File: config.mk
export PLATFORM = sky130hd
export DESIGN_NAME = uart_hs_flow
export DESIGN_NICKNAME = d
export VERILOG_FILES = /design/src/rtl/uart_hs_flow.sv
export SDC_FILE = /design/constraint.sdc
export NUM_CORES = 1
export LEC_CHECK = 0
export ABC_AREA = 1
export BUFFER_PORTS_ARGS = -buffer_cell sky130_fd_sc_hd__buf_2
export CORE_AREA = 2 2 39 41
export DETAILED_ROUTE_END_ITERATION = 12
export DIE_AREA = 0 0 41 43
export PLACE_DENSITY_LB_ADDON = 0.08
export SETUP_SLACK_MARGIN = 0.1
export SLEW_MARGIN = 20
export SYNTH_ARGS = -nofsm -noshare
export SYNTH_HDL_FRONTEND = slang
export SYNTH_SLANG_ARGS = --single-unit
export TNS_END_PERCENT = 30
File: constraint.sdc
create_clock -name clk -period 1.05 [get_ports clk]
set_clock_uncertainty 0.1 [all_clocks]
set_input_delay 0.1575 -clock clk [delete_from_list [all_inputs] [get_ports clk]]
set_output_delay 0.1575 -clock clk [all_outputs]
set_load 0.05 [all_outputs]
File: src/rtl/uart_hs_flow.sv
module uart_hs_flow (
  input  logic clk,
  input  logic rst_n,
  input  logic cts_n_pin,
  input  logic cts_gate_en,
  input  logic auto_rts_en,
  input  logic opbit_set,
  input  logic opbit_clr,
  input  logic rx_fifo_full,
  input  logic rx_start_valid,
  input  logic rx_fifo_read,
  input  logic tx_at_boundary,
  output logic tx_allow,
  output logic rts_n_pin
);

  logic cts_m, cts_s, allow_q, obit, drop;

  always_ff @(posedge clk or negedge rst_n)
    if (!rst_n) begin
      cts_m <= 1'b1;
      cts_s <= 1'b1;
    end else begin
      cts_m <= cts_n_pin;
      cts_s <= cts_m;
    end

  always_ff @(posedge clk or negedge rst_n)
    if (!rst_n)              allow_q <= 1'b1;
    else if (tx_at_boundary) allow_q <= ~cts_s;

  assign tx_allow = ~cts_gate_en | allow_q;

  always_ff @(posedge clk or negedge rst_n)
    if (!rst_n)         obit <= 1'b0;
    else if (opbit_clr) obit <= 1'b0;
    else if (opbit_set) obit <= 1'b1;

  always_ff @(posedge clk or negedge rst_n)
    if (!rst_n)                                             drop <= 1'b0;
    else if (!auto_rts_en)                                  drop <= 1'b0;
    else if (rx_start_valid && rx_fifo_full && !rx_fifo_read) drop <= 1'b1;
    else if (rx_fifo_read || !rx_fifo_full)                 drop <= 1'b0;

  assign rts_n_pin = ~(obit & ~(auto_rts_en & drop));

  assert_hold_midchar_R4: assert property (@(posedge clk) disable iff (!rst_n)
    (cts_gate_en && $past(cts_gate_en) && !$past(tx_at_boundary)) |-> tx_allow == $past(tx_allow));

  assert_block_at_boundary_R3: assert property (@(posedge clk) disable iff (!rst_n)
    (cts_gate_en && tx_at_boundary && cts_s) |=> (!tx_allow || !cts_gate_en));

  assert_clear_cmd_R5: assert property (@(posedge clk) disable iff (!rst_n)
    opbit_clr |=> rts_n_pin);

  assert_set_cmd_R5: assert property (@(posedge clk) disable iff (!rst_n)
    (opbit_set && !opbit_clr && !auto_rts_en) |=> !rts_n_pin);

  assert_withdraw_R6: assert property (@(posedge clk) disable iff (!rst_n)
    (auto_rts_en && rx_start_valid && rx_fifo_full && !rx_fifo_read) |=> (rts_n_pin || !auto_rts_en));

  assert_restore_R8: assert property (@(posedge clk) disable iff (!rst_n)
    (rx_fifo_read && !rx_start_valid) |=> (rts_n_pin == ~obit));

endmodule

== After elaboration in Yosys (flattened, before gate mapping) ==
Index checks and enable logic that the tools add are counted.

* Register bits after elaboration: 5
* Latch bits: 0
* RAM bits: 0
* Memory bits (read-only): 0
* Bits of input ports: 11
* Output and inout bits: 2
* Word-level logic and storage cells: 24
* Memories kept: 0

* Add/sub/neg operators: 0
* Multipliers: 0
* Divide/modulo/power cells: 0
* Magnitude comparators: 0
* Equal/unequal tests: 1
* Shift operators: 0
* Multiplexer cells: 5
* Bitwise logic cells: 7
* Reductions and logical operators: 6

{| class="wikitable"
|+ Operators with widths
! operator !! number
|-
| 1-bit 2-to-1 mux || 5
|-
| 1-bit NOT || 4
|-
| 3-bit by 1-bit inequality test with 1-bit output, second input constant || 1
|-
| 1-bit AND || 2
|-
| 1-bit logical AND || 2
|-
| 1-bit zero test || 2
|-
| 2-bit nonzero test || 1
|-
| 1-bit logical OR || 1
|-
| 1-bit OR || 1
|}

== Longest topological paths before layout ==
Gate-level depths: netlist (run 1).

* Depth in word-level cells: 5
* Depth in mapped cells: 3
* Depth with buffers taken out: 3

== Worst setup path after synthesis (run 1) ==
No wires, ideal clock.

* Kind: register to output
* From: register allow_q
* To: output tx_allow
* Data arrival time: 0.869 ns
* Data required time: 0.792 ns
* Path slack: -0.077 ns
* Cell stages (with the launch flop): 3
* Path buffers: 0
* Cell sequence: dfstp_2 inv_1 nand2_1

* Longest elaborated chain between the ends: 1

{| class="wikitable"
|+ Ends and longest elaborated chain
! what !! RTL line !! source
|-
| start: declaration || 17 || <nowiki>logic cts_m, cts_s, allow_q, obit, drop;</nowiki>
|-
| start signal: assignment || 30 || <nowiki>else if (tx_at_boundary) allow_q <= ~cts_s;</nowiki>
|-
| 1-bit OR || 32 || <nowiki>assign tx_allow = ~cts_gate_en | allow_q;</nowiki>
|-
| end: declaration || 13 || <nowiki>output logic tx_allow,</nowiki>
|}

No other way between the ends.

== Worst setup path in the final report (run 1) ==
Ends and elaborated chain as after synthesis.

==> results_dict.tcl, run 1 <==
set metrics [dict create \
    r2r_start "allow_q$_DFFE_PN1P_" \
    die_y_um 43 \
    hold_class "in -> reg" \
    ios 13 \
    hold_viol 0 \
    max_slew.worst_pin.slew_ns 0.115 \
    htreeDepth 1 \
    setup-violations-final 2 \
    slew_headroom_pct 92.3 \
    synthCells 17 \
    holdPathEnd "obit$_DFFE_PN0P_" \
    synth-compound-area-share_pct 2.84 \
    synth_nets 28 \
    critical_path_class "reg -> out" \
    final_cell_area_sq_um 349 \
    rsz0062_at_grt "true" \
    period_share_pct 119 \
    clk_latency_ns 0.24 \
    placed_cell_area_sq_um 267 \
    maxCapViolCount 0 \
    grt_pass1_wl_um 524 \
    row_count 14 \
    synth.ff_latch_count 5 \
    grtUsageTotal_pct 5.05 \
    final_common_cell "buf_2" \
    die_area_sq_um 1760 \
    clock_power_share_pct 42.2 \
    hold_start "opbit_set" \
    synth_simple_gate_area_share_pct 19.9 \
    via_per_inst 3.21 \
    grt-ovfl-total 0 \
    synth-warning-count 0 \
    io_buffer_count 12 \
    utilization_pct 25.2 \
    worstReg2RegEnd "allow_q$_DFFE_PN1P_" \
    fin_nets 49 \
    drtAntennaViolNets 0 \
    die_w_um 41 \
    clk_path_buf_depth 2 \
    p_per_area_nw_per_um2 1490 \
    switching_share_pct 23.6 \
    period_needed_ns 1.25 \
    synth_seq_area_share_pct 73.0 \
    worstSetupStartpointType "register" \
    cts_tree "built" \
    arrival_ns 0.99 \
    crit_fanout 2 \
    combinationalPowerShare_pct 16.3 \
    antenna_found_initial 0 \
    worst_path_largest_cell_delay_ns 0.53 \
    numCtsBuffers 3 \
    dp_cells 45 \
    synth_fa_ha_area_share_pct 0 \
    setup_ws_ns -0.195 \
    endpoint_kind "primary output" \
    min_path_cells 3 \
    place.gp.congestion 0.540 \
    total_power_w 0.000519 \
    vias 170 \
    fmax_ghz 0.803 \
    drt-pass1-iter-count 1 \
    syn_avg_cell_area_sq_um 10.4 \
    synth_top_family_by_area "simple AND/OR/NAND/NOR gates" \
    r2r_cells 2 \
    drc 0 \
    initial_core_util_pct 12.7 \
    synth_xor_area_share_pct 0 \
    final_cell_mix "buf_2 (10), nor2_1 (5), dlygate4sd3_1 (4), dfstp_2 (3), clkbuf_4 (3)" \
    power.net_switching_w 0.000123 \
    core_area_sq_um 1380 \
    synthMuxAreaShare_pct 0 \
    cp_cell_sequence "inv_2, nand2_4, buf_8" \
    vdd_drop_max_v 0.000404 \
    outcome "finished, violations left" \
    n_antenna_cell 0 \
    intPower_w 0.000396 \
    path_clk_slew_ns 0.04 \
    nFillCells 148 \
    violations "negative setup slack" \
    netlist_area_sq_um 176 \
    final_cells 53 \
    syn_to_final_growth_pct 97.9 \
    drive_above_1_share_pct 56.8 \
    crit_slowest_cell "dfstp_2" \
    wire_per_inst_um 6.70 \
    clkSinkCount 5 \
    wl_um 355 \
    cts_root_buf "clkbuf_4" \
    maxSlewViolCount 0 \
    grt_start_max_net_pins 6 \
    yosysUniqueCellTypes 7 \
    power.leakage_nw 0.176 \
    fin_tns_setup_ns -0.276 \
    grt_pass1_vias 148 \
    drt_iter0_markers 0 \
    reg2reg_slack_ns 0.20 \
    sequentialPowerShare_pct 41.5 \
    cp.required_ns 0.79 \
]
==> sequential cells by signal (all words and copies together), names as in the netlist <==
register,flops
drop,1
allow_q,1
cts_s,1
cts_m,1
obit,1
==> cell type report <==
type | count | area [sq um] | area share, %
Sequential cell | 5 | 129 | 36.9
Timing Repair Buffer | 16 | 116 | 33.3
Multi-Input combinational cell | 10 | 50.0 | 14.3
Clock buffer | 4 | 26.3 | 7.53
Tap cell | 16 | 20.0 | 5.73
Inverter | 2 | 7.51 | 2.15
==> cell usage after synthesis <==
cell type	number	area, sq um
dfstp_2	3	78.8
dfrtp_1	2	50.1
inv_1	2	7.51
a21oi_1	1	5.00
nor2_1	5	18.8
nand3_1	1	5.00
nand2_1	3	11.3
==> logic make-up (layout without fill, tap and decap cells) <==
group,count (synthesis),after routing
AOI/OAI and AO/OA,1,1
DFF,5,5
buffers and inverters,2,22
and+or+nand+nor,9,9
==> stage by stage <==
stage,setup WS (ns),hold slack [ns]
after global routing,-0.234,0.0531
after detailed placement,-0.0594,-0.123
after CTS,-0.212,0.0308
final,-0.195,0.0378
after floorplan,0.0996,-0.238
after global placement,-0.0570,-0.123
==> routing by layer <==
metal	vias up	share of wire [%]	GRT usage, %
li1	90	-	-
met1	70	39	4.58
met2	8	48	6.56
met3	2	7.9	1.57
met4	0	4.5	8.00
met5	-	0	0
==> timing repair <==
action / CTS / global route
hold buffers: 4 / 0
setup endpoints to repair: 2 / 2
hold endpoints to repair: 8 / 0
pin swaps: 0 / 0
setup buffers: 0 / 0
gates resized for setup: 6 / 0
==> critical path: cells and delay by family, from the launching register on <==
| family | cells | cell delay (ns) |
|---|---|---|
| flops | 1 | 0.53 |
| buf+inv | 2 | 0.17 |
| simple gates | 1 | 0.05 |
==> power by group through the flow <==
stage               sequential (W)  clock (W)  combinational [W]
floorplan                 0.000216          0          0.0000349
global placement          0.000217          0          0.0000630
detailed placement        0.000217          0          0.0000640
CTS                       0.000215   0.000236          0.0000864
global route              0.000216   0.000252          0.0000920
finish                    0.000215   0.000219          0.0000846
==> worst max path at each step <==
stage                              startpoint        to  slack, ns  cells past startpoint
after floorplan           allow_q$_DFFE_PN1P_  tx_allow        0.1                      2
after global placement    allow_q$_DFFE_PN1P_  tx_allow      -0.06                      3
after detailed placement  allow_q$_DFFE_PN1P_  tx_allow      -0.06                      3
after CTS                 allow_q$_DFFE_PN1P_  tx_allow      -0.21                      3
after global routing      allow_q$_DFFE_PN1P_  tx_allow      -0.23                      3
final                     allow_q$_DFFE_PN1P_  tx_allow      -0.20                      3
(Power assumes the default switching activity.)
==> run 2, diff against run 1 <==
--- a/config.mk
+++ b/config.mk
@@ -5,7 +5,6 @@
 export SDC_FILE = /design/constraint.sdc
 export NUM_CORES = 1
 export LEC_CHECK = 0
-export ABC_AREA = 1
 export BUFFER_PORTS_ARGS = -buffer_cell sky130_fd_sc_hd__buf_2
 export CORE_AREA = 2 2 39 41
 export DETAILED_ROUTE_END_ITERATION = 12
==> run 2 against run 1 <==
The flow still finishes with violations (negative setup slack); final cell count grew 1.9%; core utilization grew 1.8 points; worst setup slack gained 0.0056 ns; clock power grew 2%; die area is the same; sequential share of layout area shrank 2.5 points; first-iteration DRC count is the same; design area grew 7.2%; global-route usage grew 1.8 points.
==> results_dict.tcl, run 2 <==
set metrics [dict create \
    outcome "finished, violations left" \
    violations "negative setup slack" \
    clk_latency_ns 0.24 \
    final_common_cell "buf_2" \
    setup-violations-final 3 \
    synth_most_common_cell "nand2_1" \
    ios 13 \
    synthTopCellsByCount "nand2_1 (4), dfstp_2 (3), nor2_1 (3), dfrtp_1 (2)" \
    endpoint_kind "primary output" \
    final_cells 54 \
    synth-edff-count 0 \
    synthCells 15 \
    die_y_um 43 \
    die_w_um 41 \
    grt_pass1_wl_um 765 \
    netlist_area_sq_um 179 \
    grt_pass1_vias 220 \
    async_flop_share_pct 100 \
    period_share_pct 118 \
    period_needed_ns 1.24 \
    grt-ovfl-total 0 \
    io_buffer_count 12 \
    clk_path_buf_depth 2 \
    hold_class "in -> reg" \
    maxSlewViolCount 0 \
    cts_root_buf "clkbuf_4" \
    wl_um 389 \
    cp.required_ns 0.79 \
    rsz0062_at_grt "true" \
    n_antenna_cell 0 \
    antenna_found_initial 0 \
    cp_cell_sequence "inv_2, nand2_4, buf_8" \
    nFillCells 151 \
    p_per_area_nw_per_um2 1440 \
    drive_above_1_share_pct 60.5 \
    dp_cells 44 \
    yosys.area.top_type "dfstp_2" \
    clkSinkCount 5 \
    fmax_ghz 0.807 \
    path_clk_slew_ns 0.04 \
    numCtsBuffers 3 \
    critical_path_class "reg -> out" \
    yosysUniqueCellTypes 7 \
    syn_avg_cell_area_sq_um 11.9 \
    pre_cts_slack_ns -0.0626 \
    wire_per_inst_um 7.20 \
    synth_flop_cell "dfstp_2" \
    crit_fanout 2 \
    fin_tns_setup_ns -0.323 \
    row_count 14 \
    synth_nets 26 \
    core_area_sq_um 1380 \
    drt_iter0_markers 0 \
    drc 0 \
    max_slew.worst_pin.slew_ns 0.123 \
    htreeDepth 1 \
    drtAntennaViolNets 0 \
    via_per_inst 3.33 \
    drt-pass1-iter-count 1 \
    cp_num_buf_inv 2 \
    initial_core_util_pct 12.9 \
    cts_tree "built" \
    arrival_ns 0.98 \
    maxCapViolCount 0 \
    crit_slowest_cell "dfstp_2" \
    vdd_drop_max_v 0.000378 \
    setup_ws_ns -0.190 \
    hpwl_um 302 \
    vias 180 \
    grt_start_max_net_pins 6 \
    die_area_sq_um 1760 \
    worst_path_largest_cell_delay_ns 0.52 \
    grtUsageTotal_pct 6.88 \
    area.sequential_sq_um 129 \
    fin_nets 50 \
    total_power_w 0.000541 \
    synth.ff_latch_count 5 \
    synth_seq_area_share_pct 72.0 \
    synth_top_area_share_pct 44.1 \
    synth-warning-count 0 \
    synth.area.top_cells "dfstp_2 (44%), dfrtp_1 (28%), nand2_1 (8.4%)" \
    path_delay_family "flip-flops" \
    hold_viol 0 \
    utilization_pct 27.0 \
    slew_headroom_pct 91.6 \
    multi_input_area_sq_um 53.8 \
    worstSetupStartpointType "register" \
    syn_to_final_growth_pct 109 \
    final_cell_mix "buf_2 (10), dlygate4sd3_1 (5)" \
    place.gp.congestion 0.559 \
    power.leakage_nw 0.187 \
]
run 2: cell count changes after synthesis:
cell | before | now
nor2_1 | 5 | 3
nor3_2 | 0 | 1
nand2_1 | 3 | 4
a21oi_1 | 1 | 0
inv_1 | 2 | 1
nand3_1 | 1 | 0
mux2i_1 | 0 | 1
run 2: logic make-up after synthesis:
group | share of synthesized area (%)
buffers and inverters | 2.10
muxes | 5.59
DFF | 72.0
and+or+nand+nor | 20.3
run 2: worst min-delay path: stages:
cell and delay (ns):
buf_2 0.08, nor2_1 0.03, nor2_1 0.07
run 2: worst paths after layout:
kind,endpoint,startpoint,depth (start not counted),slack [ns]
min reg2reg,cts_s$_DFF_PN1_,cts_m$_DFF_PN1_,0,0.25
max reg2reg,allow_q$_DFFE_PN1P_,allow_q$_DFFE_PN1P_,4,-0.03
max in group asynchronous,cts_s$_DFF_PN1_,rst_n,2,0.48
min,obit$_DFFE_PN0P_,opbit_set,3,0.03
max,tx_allow,allow_q$_DFFE_PN1P_,3,-0.19
min in group asynchronous,obit$_DFFE_PN0P_,rst_n,2,0.16
run 2: final cells by class:
cell class | count | area share (%)
clock buffers | 4 | 7.02
inverters | 1 | 1.00
multi-input cells | 9 | 14.4
flip-flops and latches | 5 | 34.4
well taps | 16 | 5.35
repair buffers | 19 | 37.8
run 2: metrics by stage:
stage | hold WS, ns | area, sq um
final | 0.0311 | 374
after global routing | 0.0457 | 374
after CTS | 0.0254 | 374
after detailed placement | -0.120 | 274
after global placement | -0.123 | 274
after floorplan | -0.238 | 186
run 2: power breakdown:
part	internal, W	total [W]	switching (W)
clock network	0.000144	0.000223	0.0000789
registers	0.000211	0.000215	0.00000428
logic	0.0000558	0.000103	0.0000473
run 2: per-layer routing:
| layer | vias to the layer above | GRT usage, % | wire [um] |
|---|---|---|---|
| met5 | - | 0 | 0 |
| met4 | 0 | 6.00 | 0 |
| met3 | 0 | 3.14 | 20 |
| met2 | 4 | 10.3 | 229 |
| met1 | 84 | 6.58 | 140 |
| li1 | 92 | - | - |
run 2: what timing repair did:
action | CTS | global route
hold buffers | 5 | 0
hold endpoints to repair | 9 | 0
pin swaps | 2 | 1
cloned | 0 | 0
gates resized for setup | 6 | 0
setup endpoints to repair | 3 | 3
setup buffers | 1 | 0
==> run 3, diff against run 2 <==
==> constraint.sdc (replaced) <==
create_clock -name clk -period 1.2 [get_ports clk]
set_clock_uncertainty 0.1 [all_clocks]
set_input_delay 0.18 -clock clk [delete_from_list [all_inputs] [get_ports clk]]
set_output_delay 0.18 -clock clk [all_outputs]
set_load 0.05 [all_outputs]
==> run 3 against run 2 <==
The flow still finishes with violations (negative setup slack); sequential share of layout area increased by 1.2 points; critical endpoint unchanged; first-iteration DRC count increased by 3; critical path type unchanged; combinational power decreased by 19%.
==> results_dict.tcl, run 3 (synthesized netlist as in run 2, its figures left out) <==
set metrics [dict create \
    utilization_pct 26.1 \
    place.gp.congestion 0.572 \
    htreeDepth 1 \
    hold_viol 0 \
    die_w_um 41 \
    violations "negative setup slack" \
    worstReg2RegEnd "allow_q$_DFFE_PN1P_" \
    r2r_cells 3 \
    cp_cell_sequence "inv_2, nand2_2, buf_8" \
    initial_core_util_pct 12.9 \
    slew_headroom_pct 91.6 \
    worst_path_largest_cell_delay_ns 0.51 \
    nFillCells 163 \
    min_path_cells 3 \
    vias 170 \
    r2r_start "allow_q$_DFFE_PN1P_" \
    worstSetupStartpointType "register" \
    grt_pass1_vias 189 \
    hold_start "rx_fifo_full" \
    final_common_cell "buf_2" \
    numCtsBuffers 3 \
    wl_um 376 \
    pre_cts_slack_ns 0.0857 \
    core_area_sq_um 1380 \
    grt_start_max_net_pins 6 \
    n_antenna_cell 0 \
    path_clk_slew_ns 0.04 \
    die_area_sq_um 1760 \
    reg2reg_slack_ns 0.24 \
    via_per_inst 3.21 \
    row_count 14 \
    clk_path_buf_depth 2 \
    drt-pass1-iter-count 2 \
    critPathLaunch "allow_q$_DFFE_PN1P_" \
    total_power_w 0.000462 \
    crit_slowest_cell "dfstp_2" \
    final_cell_mix "buf_2 (10), dlygate4sd3_1 (5)" \
    drive_above_1_share_pct 59.5 \
    period_needed_ns 1.26 \
    rsz0062_at_grt "true" \
    critical_path_class "reg -> out" \
    cp_num_buf_inv 2 \
    cp.required_ns 0.92 \
    wire_per_inst_um 7.09 \
    outcome "finished, violations left" \
    clk_latency_ns 0.24 \
    power.leakage_nw 0.177 \
    holdPathEnd "drop$_DFFE_PN0P_" \
    vdd_drop_max_v 0.000361 \
    grt-ovfl-total 0 \
    ios 13 \
    fmax_ghz 0.792 \
    drtAntennaViolNets 0 \
    arrival_ns 0.98 \
    crit_fanout 2 \
    cts_root_buf "clkbuf_4" \
    drc 0 \
    drt_iter0_markers 3 \
    endpoint_kind "primary output" \
    placed_cell_area_sq_um 262 \
    syn_to_final_growth_pct 102 \
    grtUsageTotal_pct 6.56 \
    setup-violations-final 1 \
    antenna_found_initial 0 \
    hold_class "in -> reg" \
    fin_nets 49 \
    hpwl_um 277 \
    cts_tree "built" \
    max_slew.worst_pin.slew_ns 0.123 \
    maxSlewViolCount 0 \
    period_share_pct 105 \
    io_buffer_count 12 \
    die_y_um 43 \
    path_delay_family "flip-flops" \
    setup_ws_ns -0.0623 \
    maxCapViolCount 0 \
    clkSinkCount 5 \
    grt_pass1_wl_um 683 \
    final_cell_area_sq_um 362 \
    p_per_area_nw_per_um2 1280 \
]
-- run 3: changes by cell type in the layout (fill, tap and decap cells not counted) --
cell     change
nand2_4      -1
buf_4        -1
nand2_2      +1
-- run 3: worst reg2reg max path, cell delays in order, from the launching register on --
cell	delay (ns)
dfstp_2	0.51
inv_2	0.04
buf_4	0.12
mux2i_1	0.12
-- run 3: metrics by stage --
stage	hold WS, ns	TNS [ns]	cells
2_1_floorplan	-0.216	0	15
3_3_place_gp	-0.100	0	43
3_5_place_dp	-0.100	0	43
4_1_cts	0.0589	-0.0845	53
5_1_grt	0.0657	-0.135	53
6_report	0.0666	-0.0623	53
-- run 3: area by class of cell --
type	count	area (sq um)	share of cell area [%]
timing repair buffer	18	134	37.0
sequential	5	129	35.6
multi-input combinational	9	48.8	13.5
clock buffer	4	26.3	7.27
tap	16	20.0	5.54
inverter	1	3.75	1.04
-- run 3: how the worst max path moves through the flow --
stage	depth (start not counted)	slack (ns)	to
floorplan	2	0.18	tx_allow
global placement	3	0.09	tx_allow
detailed placement	3	0.09	tx_allow
CTS	3	-0.08	tx_allow
global route	3	-0.12	tx_allow
finish	3	-0.06	tx_allow
-- run 3: metal layers --
metal	wire, um	vias to the layer above	global-route usage, %
met1	149	76	5.56
met4	0	0	6.00
li1	-	90	-
met2	200	4	8.44
met3	26	0	6.28
met5	0	-	0
-- run 3: timing repair --
action,in CTS,in global routing
pin swaps,3,1
setup endpoints to repair,2,2
resized for setup,6,0
hold buffers,5,0
buffers inserted,1,0
hold endpoints to repair,9,0
-- run 3: report_power, final --
part / internal (W) / leakage (nW) / switching (W)
Combinational: 0.0000439 / 0.104 / 0.0000391
Clock: 0.000126 / 0.0150 / 0.0000655
Sequential: 0.000184 / 0.0578 / 0.00000378
Total: 0.000354 / 0.177 / 0.000108
